**config.mk**
```make
export PLATFORM = sky130hd
export DESIGN_NAME = slpwk_ctrl
export DESIGN_NICKNAME = d
export VERILOG_FILES = /design/src/rtl/slpwk_pkg.sv /design/src/rtl/slpwk_edge_bank.sv /design/src/rtl/slpwk_timer.sv /design/src/rtl/slpwk_flags.sv /design/src/rtl/slpwk_ctrl.sv
export SDC_FILE = /design/constraint.sdc
export NUM_CORES = 1
export LEC_CHECK = 0
export BUFFER_PORTS_ARGS = -buffer_cell sky130_fd_sc_hd__buf_2
export CAP_MARGIN = 20
export CORE_AREA = 2 2 50 52
export DETAILED_ROUTE_END_ITERATION = 8
export DIE_AREA = 0 0 52 54
export GPL_TIMING_DRIVEN = 1
export PLACE_DENSITY = 0.82
export SLEW_MARGIN = 40
export SYNTH_ARGS = -nofsm -noshare
export SYNTH_HDL_FRONTEND = slang
export SYNTH_SLANG_ARGS = --single-unit
```
**constraint.sdc**
```tcl
create_clock -name clk -period 2.35 [get_ports clk]
set_input_delay 0.1175 -clock clk [delete_from_list [all_inputs] [get_ports clk]]
set_output_delay 0.1175 -clock clk [all_outputs]
set_load 0.01 [all_outputs]
```
**src/rtl/slpwk_pkg.sv**
```systemverilog
package slpwk_pkg;
  typedef enum logic [1:0] {
    LPM_RUN   = 2'd0,
    LPM_SLEEP = 2'd1,
    LPM_LCD   = 2'd2
  } lpm_e;

  // a sticky flag: a set in the same cycle as a clear wins
  function automatic logic flag_next(logic cur, logic set, logic clr);
    return set | (cur & ~clr);
  endfunction

  function automatic logic rise_of(logic cur, logic prev);
    return cur & ~prev;
  endfunction
endpackage

```
**src/rtl/slpwk_edge_bank.sv**
```systemverilog
module slpwk_edge_bank #(
  parameter int N = 5
) (
  input  logic         clk,
  input  logic         rst_n,
  input  logic [N-1:0] sig,
  output logic [N-1:0] rise
);
  import slpwk_pkg::*;

  for (genvar g = 0; g < N; g++) begin : g_bit
    logic prev_q;
    // prev starts high so a source already high at reset is not an edge
    always_ff @(posedge clk or negedge rst_n) begin
      if (!rst_n) prev_q <= 1'b1;
      else        prev_q <= sig[g];
    end
    assign rise[g] = rise_of(sig[g], prev_q);
  end
endmodule

```
**src/rtl/slpwk_timer.sv**
```systemverilog
module slpwk_timer #(
  parameter int TW = 8
) (
  input  logic          clk,
  input  logic          rst_n,
  input  logic          arm_wr,
  input  logic [TW-1:0] reload,
  input  logic          run,
  input  logic          tick,
  input  logic          wake_evt,
  output logic          expire,
  output logic          armed
);
  logic [TW-1:0] cnt_q;
  logic          count_en;
  logic          at_zero;

  function automatic logic [TW-1:0] dec_cnt(logic [TW-1:0] v);
    return v - {{(TW-1){1'b0}}, 1'b1};
  endfunction

  assign count_en = run & armed & tick;
  assign at_zero  = (cnt_q == '0);
  assign expire   = count_en & at_zero;

  always_ff @(posedge clk or negedge rst_n) begin
    if (!rst_n) begin
      cnt_q <= '0;
      armed <= 1'b0;
    end else if (arm_wr) begin
      cnt_q <= reload;
      armed <= 1'b1;
    end else begin
      if (count_en && !at_zero) cnt_q <= dec_cnt(cnt_q);
      if (wake_evt)             armed <= 1'b0;
    end
  end


  tmr_step_chk: assert property (@(posedge clk) disable iff (!rst_n)
    (count_en && !at_zero && !arm_wr) |=> (cnt_q == $past(cnt_q) - 1'b1));


  disarm_on_wake_chk: assert property (@(posedge clk) disable iff (!rst_n)
    (wake_evt && !arm_wr) |=> !armed);


  arm_load_chk: assert property (@(posedge clk) disable iff (!rst_n)
    arm_wr |=> (armed && cnt_q == $past(reload)));
endmodule

```
**src/rtl/slpwk_flags.sv**
```systemverilog
module slpwk_flags #(
  parameter int NPIN = 3
) (
  input  logic            clk,
  input  logic            rst_n,
  input  logic [NPIN-1:0] pin_en,
  input  logic [NPIN-1:0] pin_rise,
  input  logic            tmr_set,
  input  logic            btn_set,
  input  logic            rx_set,
  input  logic            clr,
  output logic [NPIN-1:0] pin_flags,
  output logic            tmr_flag,
  output logic            btn_flag,
  output logic            rx_flag
);
  import slpwk_pkg::*;

  for (genvar g = 0; g < NPIN; g++) begin : g_pin
    always_ff @(posedge clk or negedge rst_n) begin
      if (!rst_n) pin_flags[g] <= 1'b0;
      else        pin_flags[g] <= pin_en[g] &
                    flag_next(pin_flags[g], pin_rise[g], clr);
    end
  end

  always_ff @(posedge clk or negedge rst_n) begin
    if (!rst_n) begin
      tmr_flag <= 1'b0;
      btn_flag <= 1'b0;
      rx_flag  <= 1'b0;
    end else begin
      tmr_flag <= flag_next(tmr_flag, tmr_set, clr);
      btn_flag <= flag_next(btn_flag, btn_set, clr);
      rx_flag  <= flag_next(rx_flag,  rx_set,  clr);
    end
  end


  pin_gate_chk: assert property (@(posedge clk) disable iff (!rst_n)
    (pin_flags & ~$past(pin_en)) == '0);


  clr_chk: assert property (@(posedge clk) disable iff (!rst_n)
    (clr && !tmr_set && !btn_set && !rx_set) |=> (!tmr_flag && !btn_flag && !rx_flag));
endmodule

```
**src/rtl/slpwk_ctrl.sv**
```systemverilog
module slpwk_ctrl #(
  parameter int NPIN = 3,
  parameter int TW   = 8
) (
  input  logic            clk,
  input  logic            rst_n,
  input  logic            tick_1hz,
  input  logic            sleep_req,
  input  logic            lcd_req,
  input  logic            arm_wr,
  input  logic [TW-1:0]   reload_val,
  input  logic [NPIN-1:0] wake_pin,
  input  logic [NPIN-1:0] wake_pin_en,
  input  logic            button,
  input  logic            rx_line,
  input  logic            flag_clr_wr,
  output logic            wake_pulse,
  output logic [1:0]      lp_mode,
  output logic [NPIN-1:0] pin_flags,
  output logic            tmr_flag,
  output logic            btn_flag,
  output logic            rx_flag
);
  import slpwk_pkg::*;

  localparam int NSRC = NPIN + 2;

  lpm_e            mode_q;
  logic [NSRC-1:0] src_rise;
  logic [NPIN-1:0] pin_rise;
  logic            btn_rise;
  logic            rx_rise;
  logic            low_pwr;
  logic            entry;
  logic            pin_wake;
  logic            expire;
  logic            armed;
  logic            wake_evt;

  slpwk_edge_bank #(.N(NSRC)) u_edges (
    .clk   (clk),
    .rst_n (rst_n),
    .sig   ({rx_line, button, wake_pin}),
    .rise  (src_rise)
  );

  assign pin_rise = src_rise[NPIN-1:0];
  assign btn_rise = src_rise[NPIN];
  assign rx_rise  = src_rise[NPIN+1];

  assign low_pwr  = (mode_q != LPM_RUN);
  assign entry    = (mode_q == LPM_RUN) & (sleep_req | lcd_req);
  assign pin_wake = |(pin_rise & wake_pin_en);
  assign wake_evt = low_pwr & (pin_wake | btn_rise | rx_rise | expire);

  slpwk_timer #(.TW(TW)) u_timer (
    .clk      (clk),
    .rst_n    (rst_n),
    .arm_wr   (arm_wr),
    .reload   (reload_val),
    .run      (low_pwr),
    .tick     (tick_1hz),
    .wake_evt (wake_evt),
    .expire   (expire),
    .armed    (armed)
  );

  slpwk_flags #(.NPIN(NPIN)) u_flags (
    .clk       (clk),
    .rst_n     (rst_n),
    .pin_en    (wake_pin_en),
    .pin_rise  (pin_rise),
    .tmr_set   (expire),
    .btn_set   (low_pwr & btn_rise),
    .rx_set    (low_pwr & rx_rise),
    .clr       (flag_clr_wr | entry),
    .pin_flags (pin_flags),
    .tmr_flag  (tmr_flag),
    .btn_flag  (btn_flag),
    .rx_flag   (rx_flag)
  );

  always_ff @(posedge clk or negedge rst_n) begin
    if (!rst_n) begin
      mode_q     <= LPM_RUN;
      wake_pulse <= 1'b0;
    end else begin
      wake_pulse <= wake_evt;
      if (wake_evt)   mode_q <= LPM_RUN;
      else if (entry) mode_q <= sleep_req ? LPM_SLEEP : LPM_LCD;
    end
  end

  assign lp_mode = mode_q;


  pulse_single_chk: assert property (@(posedge clk) disable iff (!rst_n)
    wake_pulse |=> !wake_pulse);


  pulse_run_chk: assert property (@(posedge clk) disable iff (!rst_n)
    wake_pulse |-> (lp_mode == 2'd0));


  expire_wake_chk: assert property (@(posedge clk) disable iff (!rst_n)
    expire |=> (wake_pulse && tmr_flag));


  entry_mode_chk: assert property (@(posedge clk) disable iff (!rst_n)
    entry |=> (lp_mode == (($past(sleep_req)) ? 2'd1 : 2'd2)));


  entry_clear_chk: assert property (@(posedge clk) disable iff (!rst_n)
    (entry && !pin_wake) |=> (pin_flags == '0 && !tmr_flag && !btn_flag && !rx_flag));


  run_no_src_flag_chk: assert property (@(posedge clk) disable iff (!rst_n)
    (!low_pwr && !flag_clr_wr && !entry) |=> ($stable(btn_flag) && $stable(rx_flag)));
endmodule

```
Word-level counts from Yosys, hierarchy flattened
Cells that the tools add are included. W data, S select, Z words.

Flip-flop bits (word level): 23. Input bits: 23. Output and inout bits: 9.

$add $sub $neg: 1. Multiplexer cells: 7. Bitwise operators: 39. Reduce and logical (&&, ||, !) cells: 9.

Operators by type and width (number): $and A1 B1 Y1 (21); $mux W8 (2); $or A1 B1 Y1 (11); $logic_not A8 Y1 (1); $reduce_bool A2 Y1 (4); $sub A8 B1 Y8 const B (1); $mux W2 (3); $not A1 Y1 (6); $and A3 B3 Y3 (1); $reduce_or A3 Y1 (1); $logic_not A2 Y1 (1); $mux W1 (2); $logic_and A1 B1 Y1 (1); $logic_not A1 Y1 (1).

Depth between registers and ports, before layout
Gate-level depths: netlist of run 1.

Word-level depth: 10. Gate-level depth with buffers: 6. Depth with buffers taken out: 6.

Cells and area by module
A second synthesis of run 1 with hierarchy kept.

Cell total of the unflattened synthesis: 102. Area total of the unflattened synthesis: 1113.6 um2.

Modules (own cells, without submodules): slpwk_timer (times used 1, cells an instance 61, area each 541.8 um2); slpwk_flags (times used 1, cells an instance 16, area each 217.7 um2); slpwk_edge_bank (times used 1, cells an instance 10, area each 200.2 um2); slpwk_ctrl (times used 1, cells an instance 15, area each 153.9 um2).

Worst setup path before layout of run 1
Ideal clock, no wire load.

Path type: register to register. Start point: reg u_timer.cnt_q[0]. End point: reg u_timer.cnt_q[5]. Library setup time: 0.082 ns. Arrival time: 1.672 ns. Required time: 2.268 ns. Path slack: 0.596 ns. Stages on the path, launching flop included: 7. Cell sequence: dfrtp_1 inv_1 ha_1 nor2b_1 a211o_1 or4_1 a31oi_1.

Word-level cells in the longest chain between the ends: 4.

Ends and longest elaborated chain: start: declaration (RTL line slpwk_timer.sv:14) `logic [TW-1:0] cnt_q;`; start signal: assignment (RTL line slpwk_timer.sv:31) `cnt_q <= reload;`; start signal: assignment (RTL line slpwk_timer.sv:34) `if (count_en && !at_zero) cnt_q <= dec_cnt(cnt_q);`; branches (longest 4 deep; another with $sub A8 B1 Y8).

Several ways; the timed one is not identified. The select of a mux whose other input is x is not followed. A chain may end at the register's enable or synchronous reset.

Worst setup path in the final report of run 1
Same ends and word-level chain as after synthesis.

==> results of run 1 <==
[registers in the layout (all words and copies together), names as in the netlist]
name                  flops
wake_pulse                1
u_flags.rx_flag           1
u_flags.pin_flags         3
u_flags.tmr_flag          1
lp_mode                   2
u_timer.cnt_q             8
u_edges.g_bit.prev_q      5
u_timer.armed             1
u_flags.btn_flag          1
[worst min path at each step]
stage,end
6_report,u_timer.cnt_q[4]
5_1_grt,u_timer.cnt_q[4]
4_1_cts,u_timer.cnt_q[2]
3_5_place_dp,u_flags.btn_flag
3_3_place_gp,u_flags.rx_flag
2_1_floorplan,lp_mode[0]
[logic make-up after synthesis]
kind of cell / after synthesis / synth area share [%]
XOR/XNOR: 2 / 1.61
flip-flops: 23 / 53.3
multiplexers: 3 / 2.87
adder cells (fa/ha/maj): 2 / 2.29
buffers and inverters: 8 / 2.75
AND/OR/NAND/NOR: 35 / 18.7
AO/OA/AOI/OAI: 29 / 18.5
[report_power, final]
group / internal, mW / switching [mW] / total [mW]
logic: 0.0993 / 0.115 / 0.214
registers: 0.444 / 0.0388 / 0.483
clock network: 0.0661 / 0.109 / 0.175
total: 0.610 / 0.262 / 0.872
[per-layer routing]
metal  part of all wire (%)  track usage (%)  vias up
met5                      0                0        -
met2                     50             32.1       25
met4                   0.54             7.46        0
met3                    5.4             3.06        2
li1                       -                -      450
met1                     44             23.4      449
[final cells by class]
type	instances	area [µm²]
inverter	7	26.3
multi-input combinational	71	479
timing repair buffer	37	215
clock buffer	4	26.3
sequential	23	582
fill	206	953
tap	30	37.5
[worst reg2reg max path, delay by kind of cell (launching register included)]
family                   cells  cell delay [ns]
AND/OR/NAND/NOR              2             0.63
AO/OA/AOI/OAI                2             0.55
flip-flops                   1             0.35
adder cells (fa/ha/maj)      1             0.22
buffers and inverters        1             0.08
[cell usage in the layout, fill, tap and decap left out]
master	count
buf_2	31
dfrtp_1	18
nand2_1	8
inv_1	7
nor2b_1	7
o21ai_0	7
dlygate4sd3_1	6
dfstp_2	5
nor2_1	4
a21oi_1	4
nand2b_1	3
or2_2	3
a31oi_1	3
clkbuf_4	3
a32o_1	2
a22oi_1	2
nor4_1	2
o31ai_1	2
or4_1	2
xnor2_1	2
or3_2	2
mux2i_1	2
ha_1	2
or4_4	1
o211ai_1	1
nor4_2	1
and2_1	1
o41a_1	1
a21o_1	1
a211o_1	1
o2111ai_1	1
a2111oi_0	1
a211oi_1	1
a31o_2	1
mux2_2	1
a22o_1	1
nor3_1	1
clkbuf_1	1
[timing repair]
item                                   CTS  global route
endpoints found under the hold margin   23             0
hold buffers                             6             0
setup buffers                            0             0
==> key figures, run 1 <==
Run status
  – Outcome: complete, no violations

Worst setup path
  – Crit-path slowest cell: or4_1
  – Worst R2R Setup Slack: between 0.4 and 0.5 ns
  – CP max FO: 6
  – Crit path capture: u_timer.cnt_q[5]
  – CP cell instances: inv_1 -> ha_1 -> nor2b_1 -> a211o_1 -> or4_1 -> a31oi_1
  – CP endpoint kind: flop
  – R2R cell count: 6
  – Setup CP Type: flop to flop
  – Worst r2r src: u_timer.cnt_q[0]
  – Crit path largest cell delay: between 0.4 and 0.5 ns
  – Cell family with most CP delay: simple AND/OR/NAND/NOR gates
  – CP Buf/Inv Count: 1
  – Crit start category: flop
  – Crit path DAT: 2.13 ns
  – Levels on crit path: 6
  – Critical path startpoint: u_timer.cnt_q[0]
  – Required time of the critical path: 2.57 ns
  – Crit Reg-Reg Endpoint: u_timer.cnt_q[5]

Final layout
  – Antenna diodes: 0
  – Post-route cell area: approximately 1400 µm²
  – Area growth syn-to-layout: 25.2%
  – Fin nets: roughly 170
  – Fraction of layout cells with a size suffix above 1: 33.8%
  – Final std cells w/o fill: approximately 170
  – Final Util: between 50% and 60%

Yosys
  – Synthesized area per cell: 10.7 µm²
  – Yosys warnings: 0
  – Area leader, netlist: dfrtp_1
  – Cells after Synth: just over 100
  – Post-synth top cells: dfrtp_1 (18), nand2_1 (8), inv_1 (7), nor2b_1 (7), o21ai_0 (7)
  – Post-synth EDFFs: 0
  – Synth Register Bits: 23
  – Synth Flop Type: dfrtp_1
  – Synth top area share: roughly two fifths
  – Sequential fraction of the synthesis area: a little over half
  – Synthesized Nets: approximately 130
  – Synth area leaders: dfrtp_1 (41%), dfstp_2 (12%), nor2b_1 (4.0%)
  – Synth Cell Area: roughly 1100 µm²
  – Top-count cell post-synth: dfrtp_1
  – Ys async rst share: 100%
  – Synth cell types: 35

CTS
  – Maximum clock path buffer count: 2
  – Clock Pin Slew Worst Setup and Hold Paths: roughly 0.12 ns
  – CTS tree: yes
  – Clock sinks: 23
  – Cts repair resizes: 0
  – H-tree levels: 1
  – Worst-Skew Late Latency: about 0.3 ns
  – Total CTS buffers: 3
  – Root buf cell: clkbuf_4

Detailed routing
  – DRT antenna net count: 0
  – DRT Wirelength: 2.23 mm
  – Post-DR wirelength/cell: between 10 and 15 µm
  – Router iterations before antenna repair: 4
  – Vias: ~930
  – Vias per cell: ~5.4
  – Starting DRC count in detailed routing: 14
  – DR DRC count: 0

Floorplan
  – Die W: 52 µm
  – Die span in y: around 54 µm
  – Core ar.: 2320 µm²
  – Initial Util: 47.0%
  – # rows: 18
  – Die area: between 2000 and 3000 µm²
  – IO Pins: 32

Global routing
  – Vias in the first global route: about 900
  – Antenna violations before repair: 0
  – Total grt overflow: 0
  – GRT Util Overall: about a fifth
  – Largest net degree at the start of global routing: 24
  – Global-route wire length before repair: between 3 and 4 mm

Pwr
  – Static Leakage: roughly 0.64 nW
  – Power Total: slightly below 0.9 mW
  – Max IR drop VDD: 413 µV
  – Pwr dens: approximately 640 nW/µm²

STA
  – RSZ-0062 raised after global routing: false
  – Tmin final: 1.91 ns
  – Period utilization: between 80 and 90%
  – Hold_ws: 0.0181 ns
  – Slew @ Worst Pin: 0.555 ns
  – Final Skew: 0.000743 ns
  – Finish-stage setup viols: 0
  – Slew Viols, Final: 0
  – Final TNS setup: 0 ns
  – Final hold violation count: 0
  – Max Clk Rate: about 520 MHz
  – Worst rel slew slack: a little over three fifths
  – Fin worst setup slack: about 0.44 ns

Hold path
  – Hold_sp: reload_val[4]
  – Worst hold stages: 3
  – Worst Hold Class: input port to flop

Place
  – Post-DP HPWL: ~1.7 mm
  – Cells after DPL: approximately 160
  – PortBufs: 31
  – DP Worst Slack: 0.473 ns
  – Routability cong.: just over 0.8
  – Placed Area: 1280 µm²

Flow run
  – Max-Cap Viols: 0
Note: power is estimated with default switching activity, not from simulation.
==> run 2, diff against run 1 <==
clock period = 1.9 ns   (was 2.35 ns; I/O delays follow)
==> run 2 against run 1 <==
Against the previous run:
- global-route usage rose by 0.71 points
- register-to-register slack got worse by 0.39 ns
- largest power group unchanged
- final cell count rose by 1.2%
- fmax rose by 3.5%
- critical endpoint unchanged
- setup slack got worse by 0.39 ns
- sequential power rose by 25%
- critical path type unchanged
- critical path depth did not move
==> key figures, run 2 (synthesis results as in run 1) <==
Final layout
  – Final std cells w/o fill: 174 (+1.2%)
  – Max reg flops: 8 (unchanged)
  – Commonest non-fill, non-tap cells in the layout: buf_2 (31), dfrtp_1 (17), nand2_1 (8), dlygate4sd3_1 (8), o21ai_0 (7)
  – Final Util: 60.6% (+1.7 points)
  – Area growth syn-to-layout: 28.9%
  – Largest reg by FF count: u_timer.cnt_q
  – Top flop regs: u_timer.cnt_q x8, u_edges.g_bit.prev_q x5, u_flags.pin_flags x3
  – Filler Cells Inserted: 205 (-0.49%)
  – Antenna diodes: 0 (unchanged)
  – Fin nets: 170 (+1.2%)
  – Fraction of layout cells with a size suffix above 1: 36.8% (+3.0 points)
  – Post-route cell area: 1410 µm² (+2.9%)
  – Commonest non-fill, non-tap cell in the layout: buf_2

Worst setup path
  – CP max FO: 6 (unchanged)
  – Crit start category: flop
  – Worst R2R Setup Slack: 0.06 ns (-0.39 ns)
  – R2R cell count: 6 (unchanged)
  – Crit path capture: u_timer.cnt_q[5]
  – Setup CP Type: flop to flop
  – Critical path startpoint: u_timer.cnt_q[0]
  – Crit Reg-Reg Endpoint: u_timer.cnt_q[5]
  – CP endpoint kind: flop
  – Worst r2r src: u_timer.cnt_q[0]
  – Crit path DAT: 2.07 ns (-0.06 ns)
  – Required time of the critical path: 2.13 ns (-0.44 ns)

Floorplan
  – Die span in y: 54 µm (unchanged)
  – Die area: 2810 µm² (unchanged)
  – Die W: 52 µm (unchanged)
  – IO Pins: 32 (unchanged)
  – Initial Util: 47.0% (unchanged)
  – Core ar.: 2320 µm² (unchanged)
  – # rows: 18 (unchanged)

STA
  – Final TNS setup: 0 ns (unchanged)
  – Slew @ Worst Pin: 0.603 ns (+0.0484 ns)
  – Period utilization: 96.9% (+16 points)
  – Finish-stage setup viols: 0 (unchanged)
  – Final hold violation count: 0 (unchanged)
  – RSZ-0062 raised after global routing: true
  – Hold_ws: 0.0152 ns (-0.00298 ns)
  – Worst rel slew slack: 59.4% (-3.3 points)
  – Tmin final: 1.84 ns (-0.0649 ns)
  – Final Skew: 0.000608 ns (-0.000135 ns)
  – Max Clk Rate: 543 MHz (+3.5%)
  – Fin worst setup slack: 0.0580 ns (-0.385 ns)
  – Slew Viols, Final: 0 (unchanged)

Pwr
  – Power Total: 1.10 mW (+26%)
  – Static Leakage: 0.647 nW (+1.8%)
  – Max IR drop VDD: 516 µV (+25%)
  – Pwr dens: 783 nW/µm² (+23%)

CTS
  – Root buf cell: clkbuf_4
  – Worst-Skew Late Latency: 0.30 ns (about the same)
  – Clock Pin Slew Worst Setup and Hold Paths: 0.12 ns (about the same)
  – Maximum clock path buffer count: 2 (unchanged)
  – Clock sinks: 23 (unchanged)
  – Setup Buffers After CTS: 0 (unchanged)
  – Total CTS buffers: 3 (unchanged)
  – CTS tree: yes
  – H-tree levels: 1 (unchanged)

Global routing
  – Vias in the first global route: 885 (unchanged)
  – Largest net degree at the start of global routing: 24 (unchanged)
  – Antenna violations before repair: 0 (unchanged)
  – GRT Util Overall: 19.4% (+0.71 points)
  – Global-route wire length before repair: 3.98 mm (+3.8%)
  – Total grt overflow: 0 (unchanged)

Detailed routing
  – Router iterations before antenna repair: 4 (unchanged)
  – Starting DRC count in detailed routing: 14 (unchanged)
  – Post-DR wirelength/cell: 13.5 µm (+4.1%)
  – DRT antenna net count: 0 (unchanged)
  – Vias per cell: 5.41 (+0.56%)
  – DR DRC count: 0 (unchanged)
  – DRT Wirelength: 2.35 mm (+5.3%)
  – Vias: 942 (+1.7%)

Place
  – DP Worst Slack: 0.0249 ns (-0.448 ns)
  – Placed Area: 1280 µm² (unchanged)
  – Cells after DPL: 162 (unchanged)
  – Post-DP HPWL: 1.75 mm (+1.4%)
  – Routability cong.: 0.827 (unchanged)
  – PortBufs: 31 (unchanged)

Flow run
  – Max-Cap Viols: 0 (unchanged)

Hold path
  – Worst Hold Class: input port to flop

Run status
  – Outcome: complete, no violations
[run 2: power by group]
group | leakage, nW | switching (mW) | internal [mW]
registers | 0.273 | 0.0511 | 0.551
clock network | 0.0150 | 0.137 | 0.0818
logic | 0.359 | 0.148 | 0.131
[run 2: worst min path at each step]
| stage | start | to | depth (start not counted) |
|---|---|---|---|
| 5_1_grt | reload_val[1] | u_timer.cnt_q[1] | 2 |
| 3_3_place_gp | rst_n | u_flags.rx_flag | 1 |
| 3_5_place_dp | rst_n | u_flags.btn_flag | 1 |
| 2_1_floorplan | rst_n | lp_mode[0] | 0 |
| 4_1_cts | reload_val[1] | u_timer.cnt_q[1] | 2 |
| 6_report | reload_val[0] | u_timer.cnt_q[0] | 3 |
[run 2: repair_timing]
action,in CTS,in global routing
resized for setup,0,7
hold endpoints to repair,25,0
hold buffers,8,0
pin swaps,1,2
setup endpoints to repair,2,6
[run 2: final cells by class]
| class | instances | area (µm²) | share of cell area (%) |
|---|---|---|---|
| Tap cell | 30 | 37.5 | 2.67 |
| Multi-Input combinational cell | 71 | 498 | 35.4 |
| Clock buffer | 4 | 26.3 | 1.87 |
| Timing Repair Buffer | 39 | 235 | 16.7 |
| Inverter | 7 | 26.3 | 1.87 |
| Sequential cell | 23 | 583 | 41.5 |
[run 2: per-layer routing]
layer  wire length, µm  global-route usage [%]  part of all wire [%]
met1              1020                    25.0                    43
met4                22                    6.58                  0.94
met3               115                    2.50                   4.9
met2              1190                    33.5                    51
met5                 0                       0                     0
[run 2: worst max-delay path, stage by stage (launching register included)]
cell     delay, ns
dfrtp_1       0.36
inv_2         0.06
ha_2          0.19
nor2b_4       0.13
a211o_1       0.36
or4_1         0.48
a31oi_1       0.19
